## config.mk

```make
export PLATFORM = sky130hd
export DESIGN_NAME = mif_cfg_reg
export DESIGN_NICKNAME = d
export VERILOG_FILES = /design/src/rtl/mif_cfg_pkg.sv /design/src/rtl/mif_sync.sv /design/src/rtl/mif_cs_decode.sv /design/src/rtl/mif_pwr_gate.sv /design/src/rtl/mif_cfg_reg.sv
export SDC_FILE = /design/constraint.sdc
export NUM_CORES = 1
export LEC_CHECK = 0
export ABC_AREA = 1
export BUFFER_PORTS_ARGS = -buffer_cell sky130_fd_sc_hd__clkbuf_2
export CORE_MARGIN = 4
export CORE_UTILIZATION = 23
export DETAILED_ROUTE_END_ITERATION = 7
export MAX_ROUTING_LAYER = met4
export PLACE_DENSITY = 0.72
export SLEW_MARGIN = 10
export SYNTH_ARGS = -nofsm -noshare
export SYNTH_HDL_FRONTEND = slang
export SYNTH_SLANG_ARGS = --single-unit
```

## constraint.sdc

```tcl
create_clock -name clk -period 0.8 [get_ports clk]
set_input_delay 0.16 -clock clk [delete_from_list [all_inputs] [get_ports clk]]
set_output_delay 0.16 -clock clk [all_outputs]
set_load 0.01 [all_outputs]
```

## src/rtl/mif_cfg_pkg.sv

```systemverilog
package mif_cfg_pkg;

  localparam int CTRL_W = 4;
  localparam int STAT_BIT = 4;
  localparam int USED_W = 5;

  typedef struct packed {
    logic glob_pd;
    logic unit_pd;
    logic boot_swap;
    logic wr_prot;
  } ctrl_t;

endpackage

```

## src/rtl/mif_sync.sv

```systemverilog
module mif_sync #(
  parameter int STAGES = 2
) (
  input  logic clk,
  input  logic rst,
  input  logic d_i,
  output logic q_o
);

  logic [STAGES-1:0] chain_q;

  generate
    for (genvar s = 0; s < STAGES; s++) begin : g_stage
      if (s == 0) begin : g_first
        always_ff @(posedge clk) begin
          if (rst) chain_q[s] <= 1'b0;
          else     chain_q[s] <= d_i;
        end
      end else begin : g_next
        always_ff @(posedge clk) begin
          if (rst) chain_q[s] <= 1'b0;
          else     chain_q[s] <= chain_q[s-1];
        end
      end
    end
  endgenerate

  assign q_o = chain_q[STAGES-1];

endmodule

```

## src/rtl/mif_cs_decode.sv

```systemverilog
module mif_cs_decode #(
  parameter int          ADDR_W    = 32,
  parameter int          WIN_LOG2  = 25,
  parameter logic [31:0] LOW_BASE  = 32'h0000_0000,
  parameter logic [31:0] HIGH_BASE = 32'h0C00_0000
) (
  input  logic [ADDR_W-1:0] addr_i,
  input  logic              swap_i,
  output logic              sel0_o,
  output logic              sel3_o
);

  localparam int TAG_W = ADDR_W - WIN_LOG2;
  localparam logic [TAG_W-1:0] LOW_TAG  = LOW_BASE[ADDR_W-1:WIN_LOG2];
  localparam logic [TAG_W-1:0] HIGH_TAG = HIGH_BASE[ADDR_W-1:WIN_LOG2];

  logic [TAG_W-1:0] tag;
  logic             hit_low;
  logic             hit_high;
  logic             unused_offset;

  assign tag           = addr_i[ADDR_W-1:WIN_LOG2];
  assign unused_offset = ^addr_i[WIN_LOG2-1:0];
  assign hit_low       = (tag == LOW_TAG);
  assign hit_high      = (tag == HIGH_TAG);

  always_comb begin
    if (swap_i) begin
      sel0_o = hit_high;
      sel3_o = hit_low;
    end else begin
      sel0_o = hit_low;
      sel3_o = hit_high;
    end
  end

endmodule

```

## src/rtl/mif_pwr_gate.sv

```systemverilog
module mif_pwr_gate (
  input  logic clk,
  input  logic rst,
  input  logic glob_pd_i,
  input  logic unit_pd_i,
  input  logic idle_req_i,
  output logic clk_cut_o,
  output logic idle_ack_o
);

  assign clk_cut_o = glob_pd_i & unit_pd_i;

  always_ff @(posedge clk) begin
    if (rst) idle_ack_o <= 1'b0;
    else     idle_ack_o <= idle_req_i & unit_pd_i;
  end

endmodule

```

## src/rtl/mif_cfg_reg.sv

```systemverilog
module mif_cfg_reg
  import mif_cfg_pkg::*;
#(
  parameter int          ADDR_W      = 32,
  parameter int          DATA_W      = 32,
  parameter int          WIN_LOG2    = 25,
  parameter logic [31:0] LOW_BASE    = 32'h0000_0000,
  parameter logic [31:0] HIGH_BASE   = 32'h0C00_0000,
  parameter int          SYNC_STAGES = 2
) (
  input  logic              clk,
  input  logic              rst,
  input  logic              wr_en_i,
  input  logic [DATA_W-1:0] wr_data_i,
  input  logic              rd_en_i,
  output logic [DATA_W-1:0] rd_data_o,
  input  logic              boot_pin_i,
  input  logic              flash_rdy_i,
  output logic              flash_wp_o,
  input  logic [ADDR_W-1:0] addr_i,
  output logic              sel0_o,
  output logic              sel3_o,
  input  logic              idle_req_i,
  output logic              idle_ack_o,
  output logic              clk_cut_o
);

  ctrl_t ctrl_q;
  logic  rdy_sync;
  logic  unused_wr_hi;

  assign unused_wr_hi = ^wr_data_i[DATA_W-1:CTRL_W];

  always_ff @(posedge clk) begin
    if (rst) begin
      ctrl_q           <= '0;
      ctrl_q.boot_swap <= boot_pin_i;
    end else if (wr_en_i) begin
      ctrl_q <= ctrl_t'(wr_data_i[CTRL_W-1:0]);
    end
  end

  mif_sync #(.STAGES(SYNC_STAGES)) u_rdy_sync (
    .clk (clk),
    .rst (rst),
    .d_i (flash_rdy_i),
    .q_o (rdy_sync)
  );

  mif_cs_decode #(
    .ADDR_W    (ADDR_W),
    .WIN_LOG2  (WIN_LOG2),
    .LOW_BASE  (LOW_BASE),
    .HIGH_BASE (HIGH_BASE)
  ) u_decode (
    .addr_i (addr_i),
    .swap_i (ctrl_q.boot_swap),
    .sel0_o (sel0_o),
    .sel3_o (sel3_o)
  );

  mif_pwr_gate u_pwr (
    .clk        (clk),
    .rst        (rst),
    .glob_pd_i  (ctrl_q.glob_pd),
    .unit_pd_i  (ctrl_q.unit_pd),
    .idle_req_i (idle_req_i),
    .clk_cut_o  (clk_cut_o),
    .idle_ack_o (idle_ack_o)
  );

  assign flash_wp_o = ctrl_q.wr_prot;
  assign rd_data_o  = rd_en_i ? DATA_W'({rdy_sync, ctrl_q}) : '0;

endmodule

```

==> flow_summary.yaml, run 1 <==
synthesis:
  synth-adder-area-share_pct: 0
  postSynthCellCount: 88
  yosys.area_share.simple_pct: 23.3
  netlist-cell-type-count: 10
  syn_area_um2: 568
  seq_area_frac_synth_pct: 26.4
  synth_seq_cells: 7
  synth_top_family_by_area: "buffers and inverters"
  synth_top_cell_by_area: "buf_4"
  ys_warn_count: 0
  synth_top_area_share_pct: 35.7
  muxShareOfSynthArea_pct: 0
  synth.top_cells.by_area: "buf_4 (36%), dfxtp_1 (21%), inv_1 (11%)"
  synth_xor_area_share_pct: 0
  synth_area_per_cell_um2: 6.46
  synth_compound_area_share_pct: 2.64
drt:
  drt_first_pass_iters: 2
  dr_wl_met3_um: 133
  postRouteAntennaNets: 0
  drtIter0Drc: 2
  vias: 513
  wl_met1_um: 356
  via_per_inst: 3.49
  finalWirelength_mm: 1.16
  drc: 0
  wl_met2_um: 664
  top_layer_used: "met4"
  wl_per_cell_um: 7.90
clock_tree:
  htreeDepth: 1
  cts_tree: "yes"
  clkSinkCount: 7
  clk_pin_slew_ns: 0.05
  clock_latency_ns: 0.25
  clk_path_buf_depth: 2
  cts_made_buffers: 3
  clockRootBuffer: "clkbuf_4"
timing:
  slew_violations: 0
  period_share_pct: 149
  layout_min_cycle_time_ns: 1.20
  clock_skew_ns: 0.0000777
  rsz0062_at_grt: "true"
  setup_violations: 10
  hold_viol: 0
  max_freq_mhz: 837
  final.setup.worst_slack_ns: -0.395
run_status:
  outcome: "finished, violations left"
  violations: "setup timing"
worst_setup_path:
  crit_arrival_ns: 1.04
  cp_max_fo: 4
  critPathRequiredTime_ns: 0.64
  path_cells: "inv_2, nand3_2, nand2_2, buf_6"
  slowest_stage: "edfxtp_1"
  cpPeakStageDelay_ns: 0.44
  ff2ff_path_depth: 2
  worstSetupPathType: "reg2out"
  cp-end-kind: "primary output"
  cp-start-kind: "flip-flop"
cells_and_area:
  drive_gt1_share_pct: 37.8
  final_cell_mix: "conb_1 (27), clkbuf_2 (18), inv_1 (14)"
  fin_area_um2: 727
  area_growth_pct: 28.0
  nNetsFinal: 191
  n_fill_cell: 257
  final_common_cell: "conb_1"
  fin_cells: 147
  diodes: 0
placed_design:
  placedCellCount: 143
  hpwlAfterDp_mm: 1.01
  place_ws_ns: -0.174
  numPortBuffers: 27
  gp_congestion: 0.681
  place_area_um2: 646
floorplanning:
  die-area_um2: 3330
  fp.dieH_um: 57.7
  start_util_pct: 25.0
  fp.dieW_um: 57.7
  ios: 108
  fp.coreArea_um2: 2280
  rows: 17
grt:
  grt_max_degree: 6
  grt_pass1_vias: 405
  grt_use_total_pct: 6.71
  grt_antenna_before_repair: 0
  grt_pass1_wl_mm: 1.64
  grt_overflow: 0
worst_hold_path:
  hold_class: "in2reg"
  whs_path_depth: 3
flow_run:
  maxCapViolations: 0
power:
  vdd_drop_max_v: 0.000681
  p_per_area_nw_per_um2: 1290
  p_leak_nw: 0.472
## Yosys cell counts (all sizes together)
master and number:
nor2 12, o21ai 3, edfxtp 1, nand3 5, conb 1, inv 17, nand2 16, dfxtp 6
buf 27
## routing by layer
metal,up-vias,GRT usage (%)
met5,-,-
met4,0,4.97
met3,2,2.00
met2,30,11.0
met1,218,6.70
li1,263,-
## what timing repair did
action                                  CTS  global route
cloned                                    0             0
setup buffers                             0             0
endpoints found under the setup margin   10            10
gates resized for setup                   6            20
hold buffers                              0             0
## sequential cells by signal, summed over array words and instances (netlist names)
signal and cells:
u_pwr.idle_ack_o 1, u_rdy_sync.chain_q 1, flash_wp_o 1, ctrl_q 3
u_rdy_sync.q_o 1
## cell type report
cell class | instances | area, µm² | area share [%]
clock buffers | 4 | 26.3 | 3.61
inverters | 17 | 63.8 | 8.78
multi-input cells | 63 | 272 | 37.3
flip-flops and latches | 7 | 156 | 21.5
well taps | 28 | 35.0 | 4.82
repair buffers | 28 | 174 | 23.9
## cell families (layout without fill, tap and decap cells)
family / after synthesis / in the layout
and+or+nand+nor: 33 / 33
AOI/OAI and AO/OA: 3 / 3
buffers and inverters: 44 / 49
DFF: 7 / 7
other: 1 / 27
## critical path: cells and delay by family (launching register included)
kind	cells	cell delay (ns)
flip-flops	1	0.44
buffers and inverters	2	0.20
AND/OR/NAND/NOR	2	0.15
## path summary, 6_finish.rpt
path                                            start                    end  slack [ns]
worst min-delay path                      flash_rdy_i  u_rdy_sync.chain_q[0]        0.10
worst max-delay path                        ctrl_q[1]                 sel3_o       -0.40
worst min register to register  u_rdy_sync.chain_q[0]         u_rdy_sync.q_o        0.41
worst max register to register              ctrl_q[2]              ctrl_q[2]        0.14
## power breakdown
part           switching [mW]  leakage, nW  internal (mW)
Clock                   0.129       0.0150          0.190
Combinational           0.139        0.396         0.0782
Sequential             0.0193       0.0613          0.382
Total                   0.287        0.472          0.650
## through the flow
step           util, %  total power [mW]  setup TNS, ns  hold slack, ns
2_1_floorplan        -             0.616       -0.00773           0.231
3_3_place_gp      28.4             0.598         -0.298           0.352
3_5_place_dp      28.4             0.602         -0.361           0.363
4_1_cts           30.1             0.932          -2.11          0.0987
5_1_grt           31.9              1.02          -2.50           0.120
6_report          31.9             0.937          -1.90           0.104
No activity file was read; power rests on OpenSTA's default activity.
==> run 2: changes to the inputs <==
CELL_PAD_IN_SITES_DETAIL_PLACEMENT = 1   (was unset)
CELL_PAD_IN_SITES_GLOBAL_PLACEMENT = 2   (was unset)
CORE_UTILIZATION = 10   (was 23)
PLACE_DENSITY = 0.84   (was 0.72)
==> run 2 against run 1 <==
The flow still finishes with violations (setup timing). Routed wire length increased by 19%. Global-route usage decreased by 2.7 points. Clock power increased by 55%. Via count increased by 3.7%. Die area increased by 110%. Register-to-register slack got worse by 0.10 ns. Clock-buffer cell count unchanged. Clock skew increased by 0.0012 ns. First-iteration DRC count increased to 3.5 times the previous value. Sequential share of layout area decreased by 2.5 points. Non-clock buffer count increased by 3.
==> flow_summary.yaml, run 2 (same netlist as run 1, synthesis figures left out) <==
placed_design:
  gp_congestion: 0.623
  hpwlAfterDp_mm: 1.25
  numPortBuffers: 27
  placedCellCount: 189
  place_ws_ns: -0.226
cells_and_area:
  area_growth_pct: 45.6
  regMostFlops: "ctrl_q"
  nNetsFinal: 194
  n_fill_cell: 698
  fin_cells: 194
  largest_reg_flops: 3
  final_util_pct: 15.0
  drive_gt1_share_pct: 39.3
  diodes: 0
  final_cell_mix: "conb_1 (27), clkbuf_2 (19), inv_1 (13)"
  final_common_cell: "conb_1"
clock_tree:
  clock_latency_ns: 0.23
  cts_made_buffers: 3
  clockRootBuffer: "clkbuf_8"
  cts-hold-fix-buffers: 0
  htreeDepth: 1
  clk_path_buf_depth: 2
  clkSinkCount: 7
  clk_pin_slew_ns: 0.04
  cts_tree: "yes"
run_status:
  violations: "setup timing"
  outcome: "finished, violations left"
worst_setup_path:
  path_cells: "inv_2, nand3_1, nand2_2, buf_6"
  cp-start-kind: "flip-flop"
  crit_arrival_ns: 1.01
  r2r_setup_slack_ns: 0.04
  critPathRequiredTime_ns: 0.64
  cp_max_fo: 4
  worstPathBufferInverterCount: 2
  cpPeakStageDelay_ns: 0.44
  slowest_stage: "edfxtp_1"
  cp-end-kind: "primary output"
  worstSetupPathType: "reg2out"
  r2r-end: "ctrl_q[2]"
  timing.rr.start: "ctrl_q[2]"
  ff2ff_path_depth: 3
  cp_top_family: "flip-flops"
drt:
  via_per_inst: 2.74
  drtIter0Drc: 7
  drt_first_pass_iters: 2
  drc: 0
  wl_per_cell_um: 7.14
  finalWirelength_mm: 1.39
  vias: 532
  postRouteAntennaNets: 0
worst_hold_path:
  hold_class: "in2reg"
  holdPathEnd: "u_rdy_sync.chain_q[0]"
  whs_path_depth: 3
  hold_path_startpoint: "flash_rdy_i"
grt:
  grt_use_total_pct: 4.00
  grt_overflow: 0
  grt_pass1_wl_mm: 2.23
  grt_antenna_before_repair: 0
  grt_max_degree: 6
  grt_pass1_vias: 535
timing:
  rsz0062_at_grt: "true"
  layout_min_cycle_time_ns: 1.17
  period_share_pct: 146
  hold_viol: 0
  max_freq_mhz: 857
  final.setup.worst_slack_ns: -0.367
  setup_violations: 10
  clock_skew_ns: 0.00130
  slew_violations: 0
power:
  p_leak_nw: 0.494
  vdd_drop_max_v: 0.000525
  p_per_area_nw_per_um2: 1370
floorplanning:
  fp.coreArea_um2: 5510
  die-area_um2: 6950
  rows: 27
  fp.dieW_um: 83.4
  ios: 108
  start_util_pct: 10.3
  fp.dieH_um: 83.4
flow_run:
  maxCapViolations: 0
run 2: changes by cell type in the layout (fill, tap and decap cells not counted), moves of 2 or more:
cell,change
buf_2,-3
buf_4,+3
clkbuf_4,-3
clkbuf_8,+3
buf_6,+2
nand3_1,+2
nand3_2,-2
run 2: per-stage QoR:
step	cell area [µm²]	hold slack, ns	total power [mW]	TNS [ns]
after global routing	827	0.130	1.20	-2.15
after CTS	773	0.115	1.14	-1.97
after detailed placement	716	0.358	0.617	-0.458
final	827	0.120	1.14	-1.66
after global placement	716	0.357	0.614	-0.369
after floorplan	671	0.231	0.616	-0.00773
run 2: routing by layer:
layer  vias to the layer above  track usage, %  part of all wire (%)
li1                        269               -                     -
met1                       225            4.19                    39
met2                        36            6.56                    48
met3                         2            1.39                    12
met4                         0            2.23                   1.2
met5                         -               -                     0
run 2: worst max path at each step:
stage	startpoint	to	cells after the start
floorplan	ctrl_q[1]	sel3_o	3
global placement	addr_i[28]	sel0_o	7
detailed placement	addr_i[28]	sel3_o	7
CTS	ctrl_q[1]	sel3_o	4
global route	ctrl_q[1]	sel3_o	4
finish	ctrl_q[1]	sel0_o	4
run 2: worst register-to-register path: stages (launching register included):
cell and delay, ns:
dfxtp_2 0.33, buf_4 0.13, o21ai_0 0.15, nor2_1 0.05
run 2: repair_timing:
item,4_1_cts,5_1_grt
setup buffers,1,0
pin swaps,0,1
gates resized for setup,4,24
endpoints found under the setup margin,10,10
run 2: power breakdown:
| part | internal [mW] | switching [mW] | total [mW] |
|---|---|---|---|
| clock | 0.345 | 0.152 | 0.496 |
| combinational | 0.0933 | 0.143 | 0.236 |
| sequential | 0.383 | 0.0196 | 0.403 |
run 2: cell type report:
type	count	area, µm²	area share [%]
Multi-Input combinational cell	63	262	31.6
Tap cell	72	90.1	10.9
Inverter	17	63.8	7.72
Clock buffer	4	45.0	5.45
Sequential cell	7	158	19.1
Timing Repair Buffer	31	209	25.3
==> run 3: changes to the inputs <==
PLACE_DENSITY = 0.81   (was 0.84)
clock period = 1.2 ns   (was 0.8 ns; I/O delays follow)
==> run 3 against run 2 <==
The run still ends with setup timing left. Sequential cell count unchanged. Clock skew shrank 0.00055 ns. Register-to-register slack gained 0.49 ns. Setup slack improved by 0.32 ns. First-iteration DRC count grew 57%. Worst hold slack better by 0.087 ns. Critical path type unchanged.
==> flow_summary.yaml, run 3 (same netlist as run 1, synthesis figures left out) <==
run_status:
  outcome: "finished, violations left"
  violations: "setup timing"
clock_tree:
  clk_pin_slew_ns: 0.04
  clockRootBuffer: "clkbuf_8"
  clock_latency_ns: 0.22
  clkSinkCount: 7
  cts-hold-fix-buffers: 0
  post_cts_buffers: 0
  cts_tree: "yes"
  cts_made_buffers: 3
  clk_path_buf_depth: 2
  htreeDepth: 1
placed_design:
  hpwlAfterDp_mm: 1.23
  placedCellCount: 186
  numPortBuffers: 27
  gp_congestion: 0.597
timing:
  slew_violations: 0
  final.setup.worst_slack_ns: -0.0505
  period_share_pct: 104
  hold_slack_ns: 0.206
  setup_tns_ns: -0.0980
  setup_violations: 2
  max_freq_mhz: 800
  rsz0062_at_grt: "true"
  hold_viol: 0
  clock_skew_ns: 0.000743
  layout_min_cycle_time_ns: 1.25
power:
  p_per_area_nw_per_um2: 983
  p_leak_nw: 0.470
  vdd_drop_max_v: 0.000480
worst_setup_path:
  r2r_setup_slack_ns: 0.53
  cp-end-kind: "primary output"
  slowest_stage: "edfxtp_1"
  cp-start-kind: "flip-flop"
  critPathRequiredTime_ns: 0.96
  worstSetupPathType: "reg2out"
  crit_arrival_ns: 1.01
  path_cells: "inv_1, nand3_1, nand2_1, buf_2"
  cpPeakStageDelay_ns: 0.42
  cp_max_fo: 4
floorplanning:
  die-area_um2: 6950
  fp.coreArea_um2: 5510
  start_util_pct: 10.3
  rows: 27
  fp.dieH_um: 83.4
  fp.dieW_um: 83.4
  ios: 108
cells_and_area:
  final_common_cell: "conb_1"
  n_fill_cell: 690
  area_growth_pct: 30.2
  final_cell_mix: "conb_1 (27), clkbuf_2 (25), inv_1 (17)"
  nNetsFinal: 190
  fin_cells: 190
  regMostFlops: "ctrl_q"
  regArea_um2: 150
  multi_input_area_um2: 249
  drive_gt1_share_pct: 26.3
  diodes: 0
  largest_reg_flops: 3
drt:
  wl_per_cell_um: 7.02
  drc: 0
  vias: 533
  drt_first_pass_iters: 2
  drtIter0Drc: 11
  via_per_inst: 2.81
  postRouteAntennaNets: 0
  finalWirelength_mm: 1.33
grt:
  grt_pass1_wl_mm: 2.17
  grt_overflow: 0
  grt_pass1_vias: 529
  grt_max_degree: 6
  grt_antenna_before_repair: 0
  grt_use_total_pct: 3.83
flow_run:
  maxCapViolations: 0
worst_hold_path:
  hold_class: "in2reg"
[run 3: changes by cell type in the layout (fill, tap and decap cells not counted)]
cell / previous run / this run
clkbuf_2: 19 / 25
nand2_2: 5 / 0
dfxtp_1: 2 / 6
inv_2: 4 / 0
buf_4: 4 / 0
o21ai_0: 2 / 3
dfxtp_4: 1 / 0
nand2_1: 11 / 16
dfxtp_2: 3 / 0
inv_1: 13 / 17
o21ai_1: 1 / 0
buf_6: 7 / 1
[run 3: what timing repair did]
| action | in CTS | in global routing |
|---|---|---|
| setup endpoints to repair | 2 | 3 |
| pin swaps | 2 | 0 |
| resized for setup | 0 | 3 |
[run 3: area by class of cell]
type / instances / area share (%)
multi-input cells: 63 / 33.7
flip-flops and latches: 7 / 20.3
repair buffers: 27 / 19.1
well taps: 72 / 12.2
inverters: 17 / 8.63
clock buffers: 4 / 6.09
[run 3: worst paths after layout]
path                           endpoint  cells after the start                   from
setup / recovery                 sel3_o                      4              ctrl_q[1]
hold / removal    u_rdy_sync.chain_q[0]                      3            flash_rdy_i
setup reg to reg              ctrl_q[2]                      2              ctrl_q[2]
hold reg to reg          u_rdy_sync.q_o                      2  u_rdy_sync.chain_q[0]
[run 3: layer usage]
layer  part of all wire, %  GRT usage, %  wire length [µm]
met3                    12          1.29               155
met2                    48          6.41               646
met4                  0.37          1.78                 5
met1                    39          4.07               526
met5                     0             -                 0
[run 3: critical path: cells and delay by family, from the launching register on]
kind          cells  cell delay (ns)
simple gates      2             0.14
flops             1             0.42
buf+inv           2             0.23
[run 3: where the power goes]
| part | total [mW] | switching [mW] | leakage (nW) | internal (mW) |
|---|---|---|---|---|
| clock network | 0.328 | 0.0985 | 0.0228 | 0.230 |
| registers | 0.266 | 0.0112 | 0.0601 | 0.255 |
| logic | 0.133 | 0.0899 | 0.387 | 0.0428 |
[run 3: through the flow]
| step | setup WS (ns) | util, % | power [mW] | area (µm²) |
|---|---|---|---|---|
| after CTS | -0.0918 | 13.3 | 0.735 | 733 |
| after global routing | -0.132 | 13.4 | 0.773 | 739 |
| after floorplan | 0.305 | - | 0.410 | 666 |
| after detailed placement | 0.0429 | 12.5 | 0.403 | 688 |
| final | -0.0505 | 13.4 | 0.727 | 739 |
| after global placement | 0.0652 | 12.5 | 0.400 | 688 |
